`src/rtl/pwm_dither_pkg.sv`:
```
package pwm_dither_pkg;

    localparam int DEF_INT_W   = 10;
    localparam int DEF_FRAC_W  = 4;
    localparam int DEF_DEPTH_W = 3;

    // Why dithering is (or is not) active for the coming period
    typedef enum logic [1:0] {
        GATE_OFF    = 2'd0,
        GATE_RAMP   = 2'd1,
        GATE_STEADY = 2'd2
    } gate_e;

    function automatic int clamp_depth(int req, int max_depth);
        return (req > max_depth) ? max_depth : req;
    endfunction

endpackage

```
`src/rtl/pwm_dither_cfg.sv`:
```
module pwm_dither_cfg
    import pwm_dither_pkg::*;
#(
    parameter int FRAC_W  = DEF_FRAC_W,
    parameter int DEPTH_W = DEF_DEPTH_W,
    localparam int SH_W   = $clog2(FRAC_W + 1)
) (
    input  logic [DEPTH_W-1:0] depth_req,
    input  logic [FRAC_W-1:0]  frac_in,
    input  logic               steady_en,
    input  logic               ramping,
    output logic [FRAC_W-1:0]  depth_mask,
    output logic [FRAC_W-1:0]  frac_eff,
    output logic [SH_W-1:0]    shift_amt,
    output gate_e              gate
);
    int d_eff;

    always_comb begin
        d_eff     = clamp_depth(int'(depth_req), FRAC_W);
        shift_amt = SH_W'(FRAC_W - d_eff);
        frac_eff  = frac_in >> shift_amt;
        for (int i = 0; i < FRAC_W; i++) begin
            depth_mask[i] = (i < d_eff);
        end
        if (d_eff == 0)  gate = GATE_OFF;
        else if (steady_en) gate = GATE_STEADY;
        else if (ramping)   gate = GATE_RAMP;
        else                gate = GATE_OFF;
    end

endmodule

```
`src/rtl/pwm_dither_frame_ctr.sv`:
```
module pwm_dither_frame_ctr #(
    parameter int FRAC_W = pwm_dither_pkg::DEF_FRAC_W
) (
    input  logic              clk,
    input  logic              rst,
    input  logic              advance,
    input  logic [FRAC_W-1:0] depth_mask,
    output logic [FRAC_W-1:0] pos,
    output logic [FRAC_W-1:0] pos_rev
);
    always_ff @(posedge clk) begin
        if (rst) begin
            pos <= '0;
        end else if (advance) begin
            pos <= (pos + 1'b1) & depth_mask;
        end
    end

    // Full-width mirror; the low d bits are picked later by shifting
    for (genvar g = 0; g < FRAC_W; g++) begin : g_rev
        assign pos_rev[g] = pos[FRAC_W-1-g];
    end

endmodule

```
`src/rtl/pwm_dither_extend.sv`:
```
module pwm_dither_extend
    import pwm_dither_pkg::*;
#(
    parameter int INT_W  = DEF_INT_W,
    parameter int FRAC_W = DEF_FRAC_W,
    localparam int SH_W  = $clog2(FRAC_W + 1)
) (
    input  logic [INT_W-1:0]  duty_int,
    input  logic [FRAC_W-1:0] frac_eff,
    input  logic [FRAC_W-1:0] pos_rev,
    input  logic [SH_W-1:0]   shift_amt,
    input  gate_e             gate,
    output logic [INT_W-1:0]  duty_next
);
    logic [FRAC_W-1:0] rank;
    logic              at_full;
    logic              extend;

    always_comb begin
        rank      = pos_rev >> shift_amt;
        at_full   = (duty_int == {INT_W{1'b1}});
        extend    = (gate != GATE_OFF) && (frac_eff > rank) && !at_full;
        duty_next = duty_int + INT_W'(extend);
    end

endmodule

```
`src/rtl/pwm_dither_unit.sv`:
```
module pwm_dither_unit
    import pwm_dither_pkg::*;
#(
    parameter int INT_W   = DEF_INT_W,
    parameter int FRAC_W  = DEF_FRAC_W,
    parameter int DEPTH_W = DEF_DEPTH_W
) (
    input  logic                    clk,
    input  logic                    rst,
    input  logic [INT_W+FRAC_W-1:0] duty_ext,
    input  logic                    period_start,
    input  logic [DEPTH_W-1:0]      dither_depth,
    input  logic                    steady_dither_en,
    input  logic                    ramping,
    output logic [INT_W-1:0]        duty_out
);
    localparam int SH_W = $clog2(FRAC_W + 1);

    logic [INT_W-1:0]  duty_int;
    logic [FRAC_W-1:0] frac_in;
    logic [FRAC_W-1:0] depth_mask;
    logic [FRAC_W-1:0] frac_eff;
    logic [SH_W-1:0]   shift_amt;
    gate_e             gate;
    logic [FRAC_W-1:0] frame_pos;
    logic [FRAC_W-1:0] frame_rev;
    logic [INT_W-1:0]  duty_next;

    assign duty_int = duty_ext[INT_W+FRAC_W-1:FRAC_W];
    assign frac_in  = duty_ext[FRAC_W-1:0];

    pwm_dither_cfg #(.FRAC_W(FRAC_W), .DEPTH_W(DEPTH_W)) u_cfg (
        .depth_req (dither_depth),
        .frac_in   (frac_in),
        .steady_en (steady_dither_en),
        .ramping   (ramping),
        .depth_mask(depth_mask),
        .frac_eff  (frac_eff),
        .shift_amt (shift_amt),
        .gate      (gate)
    );

    pwm_dither_frame_ctr #(.FRAC_W(FRAC_W)) u_ctr (
        .clk       (clk),
        .rst       (rst),
        .advance   (period_start),
        .depth_mask(depth_mask),
        .pos       (frame_pos),
        .pos_rev   (frame_rev)
    );

    pwm_dither_extend #(.INT_W(INT_W), .FRAC_W(FRAC_W)) u_ext (
        .duty_int (duty_int),
        .frac_eff (frac_eff),
        .pos_rev  (frame_rev),
        .shift_amt(shift_amt),
        .gate     (gate),
        .duty_next(duty_next)
    );

    always_ff @(posedge clk) begin
        if (rst) begin
            duty_out <= '0;
        end else if (period_start) begin
            duty_out <= duty_next;
        end
    end

endmodule

```
`config.mk`:
```
export PLATFORM = sky130hd
export DESIGN_NAME = pwm_dither_unit
export DESIGN_NICKNAME = d
export VERILOG_FILES = /design/src/rtl/pwm_dither_pkg.sv /design/src/rtl/pwm_dither_cfg.sv /design/src/rtl/pwm_dither_frame_ctr.sv /design/src/rtl/pwm_dither_extend.sv /design/src/rtl/pwm_dither_unit.sv
export SDC_FILE = /design/constraint.sdc
export NUM_CORES = 1
export LEC_CHECK = 0
export CAP_MARGIN = 25
export CELL_PAD_IN_SITES_DETAIL_PLACEMENT = 0
export CELL_PAD_IN_SITES_GLOBAL_PLACEMENT = 1
export CORE_ASPECT_RATIO = 2
export CORE_UTILIZATION = 35
export CTS_CLUSTER_DIAMETER = 100
export DETAILED_ROUTE_END_ITERATION = 16
export PLACE_DENSITY_LB_ADDON = 0.1
export SLEW_MARGIN = 20
export SYNTH_ARGS = -nofsm -noshare
export SYNTH_HDL_FRONTEND = slang
export SYNTH_SLANG_ARGS = --single-unit
```
`constraint.sdc`:
```
create_clock -name clk -period 5.6 [get_ports clk]
set_input_delay 0.56 -clock clk [delete_from_list [all_inputs] [get_ports clk]]
set_output_delay 0.56 -clock clk [all_outputs]
set_load 0.03 [all_outputs]
```
==> flow_metrics.tcl <==
set metrics [dict create \
    cp-start-kind "input port" \
    first_global_vias 931 \
    first_iter_violations 30 \
    cts_made_buffers 3 \
    root_buffer "clkbuf_8" \
    die_h_um 76.97 \
    post_drt_wl_per_cell_um 13.76 \
    gr-total-overflow 0 \
    drc 0 \
    syn_area_per_cell_sq_um 8.061 \
    hold_viol 0 \
    grt_max_degree 27 \
    tritoncts "yes" \
    grt_pass1_wl_um 4050 \
    hp-class "flip-flop to flip-flop" \
    htree_levels 1 \
    vias 1025 \
    yosys.area_share.simple 0.2506 \
    clock.fmax_mhz 271.1 \
    setup_viol 0 \
    wl_um 2476 \
    cp_max_fo 8 \
    coreArea_sq_um 2603 \
    total_power_uw 302.8 \
    p_leak_uw 0.0004979 \
    critical_path_class "input port to flip-flop" \
    postCtsSetupBuffers 0 \
    drtAntennaViolNets 0 \
    seqCellArea_sq_um 280.3 \
    nets 183 \
    drive_gt1_frac 0.04605 \
    netlist_instances 122 \
    drv_slew 0 \
    finalCritPeriodShare 0.6586 \
    cp.required_ns 5.75 \
    synth_fa_ha_area_frac 0.1018 \
    synth_warnings 0 \
    gp_congestion 0.7729 \
    clock_skew_ns 0.006369 \
    synth-xor-area-share 0.06234 \
    setup_tns_ns 0 \
    max_cap_violations 0 \
    area_growth_pct 36.51 \
    firstDrtPassIters 4 \
    placementRows 26 \
    synth_top_family_by_area "simple AND/OR/NAND/NOR gates" \
    ios 32 \
    dpl.hpwl_um 2013 \
    clk_pin_slew_worst_paths_ns 0.05 \
    arrival_ns 3.84 \
    hold_buffers 0 \
    multi_input_area_sq_um 650.6 \
    p_per_area_nw_per_um2 225.5 \
    run_status "complete, no violations" \
    synth-seq-area-share 0.2850 \
    antenna_found_initial 0 \
    num-fill-cells 285 \
    cts-resized-gates 0 \
    port_buffers 31 \
    synth_compound_area_frac 0.2163 \
    layout_min_cycle_time_ns 3.688 \
    synthesis.nets 152 \
    cts_sinks 14 \
    clk_latency_ns 0.25 \
    dieArea_sq_um 3039 \
    rsz0062_at_grt "no" \
    synth_cell_types 34 \
    diodes 0 \
    die_w_um 39.48 \
    critPathCaptureType "flip-flop" \
    start_util 0.3779 \
    max-slew-margin-rel 0.4024 \
    final_common_cell "clkdlybuf4s50_1" \
    worst_pin_slew_ns 0.8936 \
    muxShareOfSynthArea 0.03053 \
    final_cell_mix "31 x clkdlybuf4s50_1, 17 x nor2_1, 14 x dfxtp_1" \
    grtUsageTotal 0.1878 \
    drt-vias-per-instance 5.694 \
    synth_area_sq_um 983.4 \
    clockBufferDepth 2 \
    peakVddDrop_mv 0.1248 \
    synth_seq_cells 14 \
]
==> cell usage after synthesis (all sizes together) <==
cell     n  area, sq um
nor2    18        70.07
dfxtp   14        280.3
a21oi    8        40.04
ha       8        100.1
nand2    8        30.03
a211oi   7        52.55
nand3    6        35.03
nor3     6        30.03
xnor2    5        43.79
nand2b   4        25.02
o221ai   4        35.03
buf      3        23.77
inv      3        11.26
mux2i    3        30.03
nand4    3        18.77
and3     2        12.51
clkbuf   2        17.51
nor2b    2        12.51
o211ai   2        15.01
o21ai    2        10.01
o22ai    2        12.51
or3      2        12.51
xor2     2        17.52
a21o     1        7.510
a22o     1        8.760
a22oi    1        7.510
a311oi   1        8.760
a31o     1        8.760
a31oi    1        6.260
==> worst max-delay path, cell delays in order <==
cell and delay (ns):
clkdlybuf4s50_1 0.56, nor2_2 0.27, inv_1 0.12, ha_1 0.40, o221ai_1 0.14, a21oi_1 0.18, ha_1 0.27, nor2b_1 0.13
o211ai_1 0.15, a21oi_1 0.09, ha_1 0.22, ha_1 0.23, nand2_1 0.10, nor3_1 0.06, xnor2_1 0.12, a211oi_1 0.24
==> report_power, final <==
group / total [uW] / internal, uW / switching [uW]
combinational: 91.4 / 44.4 / 47.0
sequential: 111 / 107 / 4.92
clock: 100 / 62.4 / 37.6
==> sequential cells by signal (all words and copies together) (netlist names) <==
name / count
u_ctr.pos: 4
duty_out: 10
==> final cells by class <==
| cell class | count | share of cell area |
|---|---|---|
| clock buffer | 4 | 0.04101 |
| sequential | 14 | 0.2088 |
| inverter | 3 | 0.008388 |
| tap | 28 | 0.02610 |
| multi-input combinational | 100 | 0.4846 |
| timing repair buffer | 31 | 0.2311 |
==> path summary, 6_finish.rpt <==
| kind | endpoint | slack (ns) | from | cells after the start |
|---|---|---|---|---|
| max | duty_out[8]$_SDFFE_PP0P_ | 1.91 | dither_depth[2] | 16 |
| min | duty_out[7]$_SDFFE_PP0P_ | 0.48 | duty_out[7]$_SDFFE_PP0P_ | 2 |
| max reg2reg | duty_out[6]$_SDFFE_PP0P_ | 2.95 | u_ctr.pos[0]$_SDFFE_PP0P_ | 13 |
| min reg2reg | duty_out[7]$_SDFFE_PP0P_ | 0.48 | duty_out[7]$_SDFFE_PP0P_ | 2 |
==> kinds of logic after synthesis <==
family / Yosys count
compound gates: 31
mux: 3
simple gates: 51
fa+ha+maj: 8
buf+inv: 8
xor+xnor: 7
flops: 14
==> layer usage <==
metal / global-route usage / vias up / routed length [um]
met4: 0.1069 / 0 / 80
met5: 0 / - / 0
li1: - / 517 / -
met2: 0.3410 / 27 / 1393
met3: 0.01734 / 7 / 83
met1: 0.1828 / 474 / 918
==> metrics by stage <==
step	util	instances	area, sq um	setup slack (ns)	hold WS, ns
after floorplan	-	122	983.4	2.488	0.4763
after global placement	0.4947	176	1287	1.774	0.4751
after detailed placement	0.4947	176	1287	1.647	0.4854
after CTS	0.5159	180	1343	1.906	0.4930
after global routing	0.5159	180	1343	1.607	0.5109
final	0.5159	180	1343	1.912	0.4847
Power figures use the tool's default switching activity.
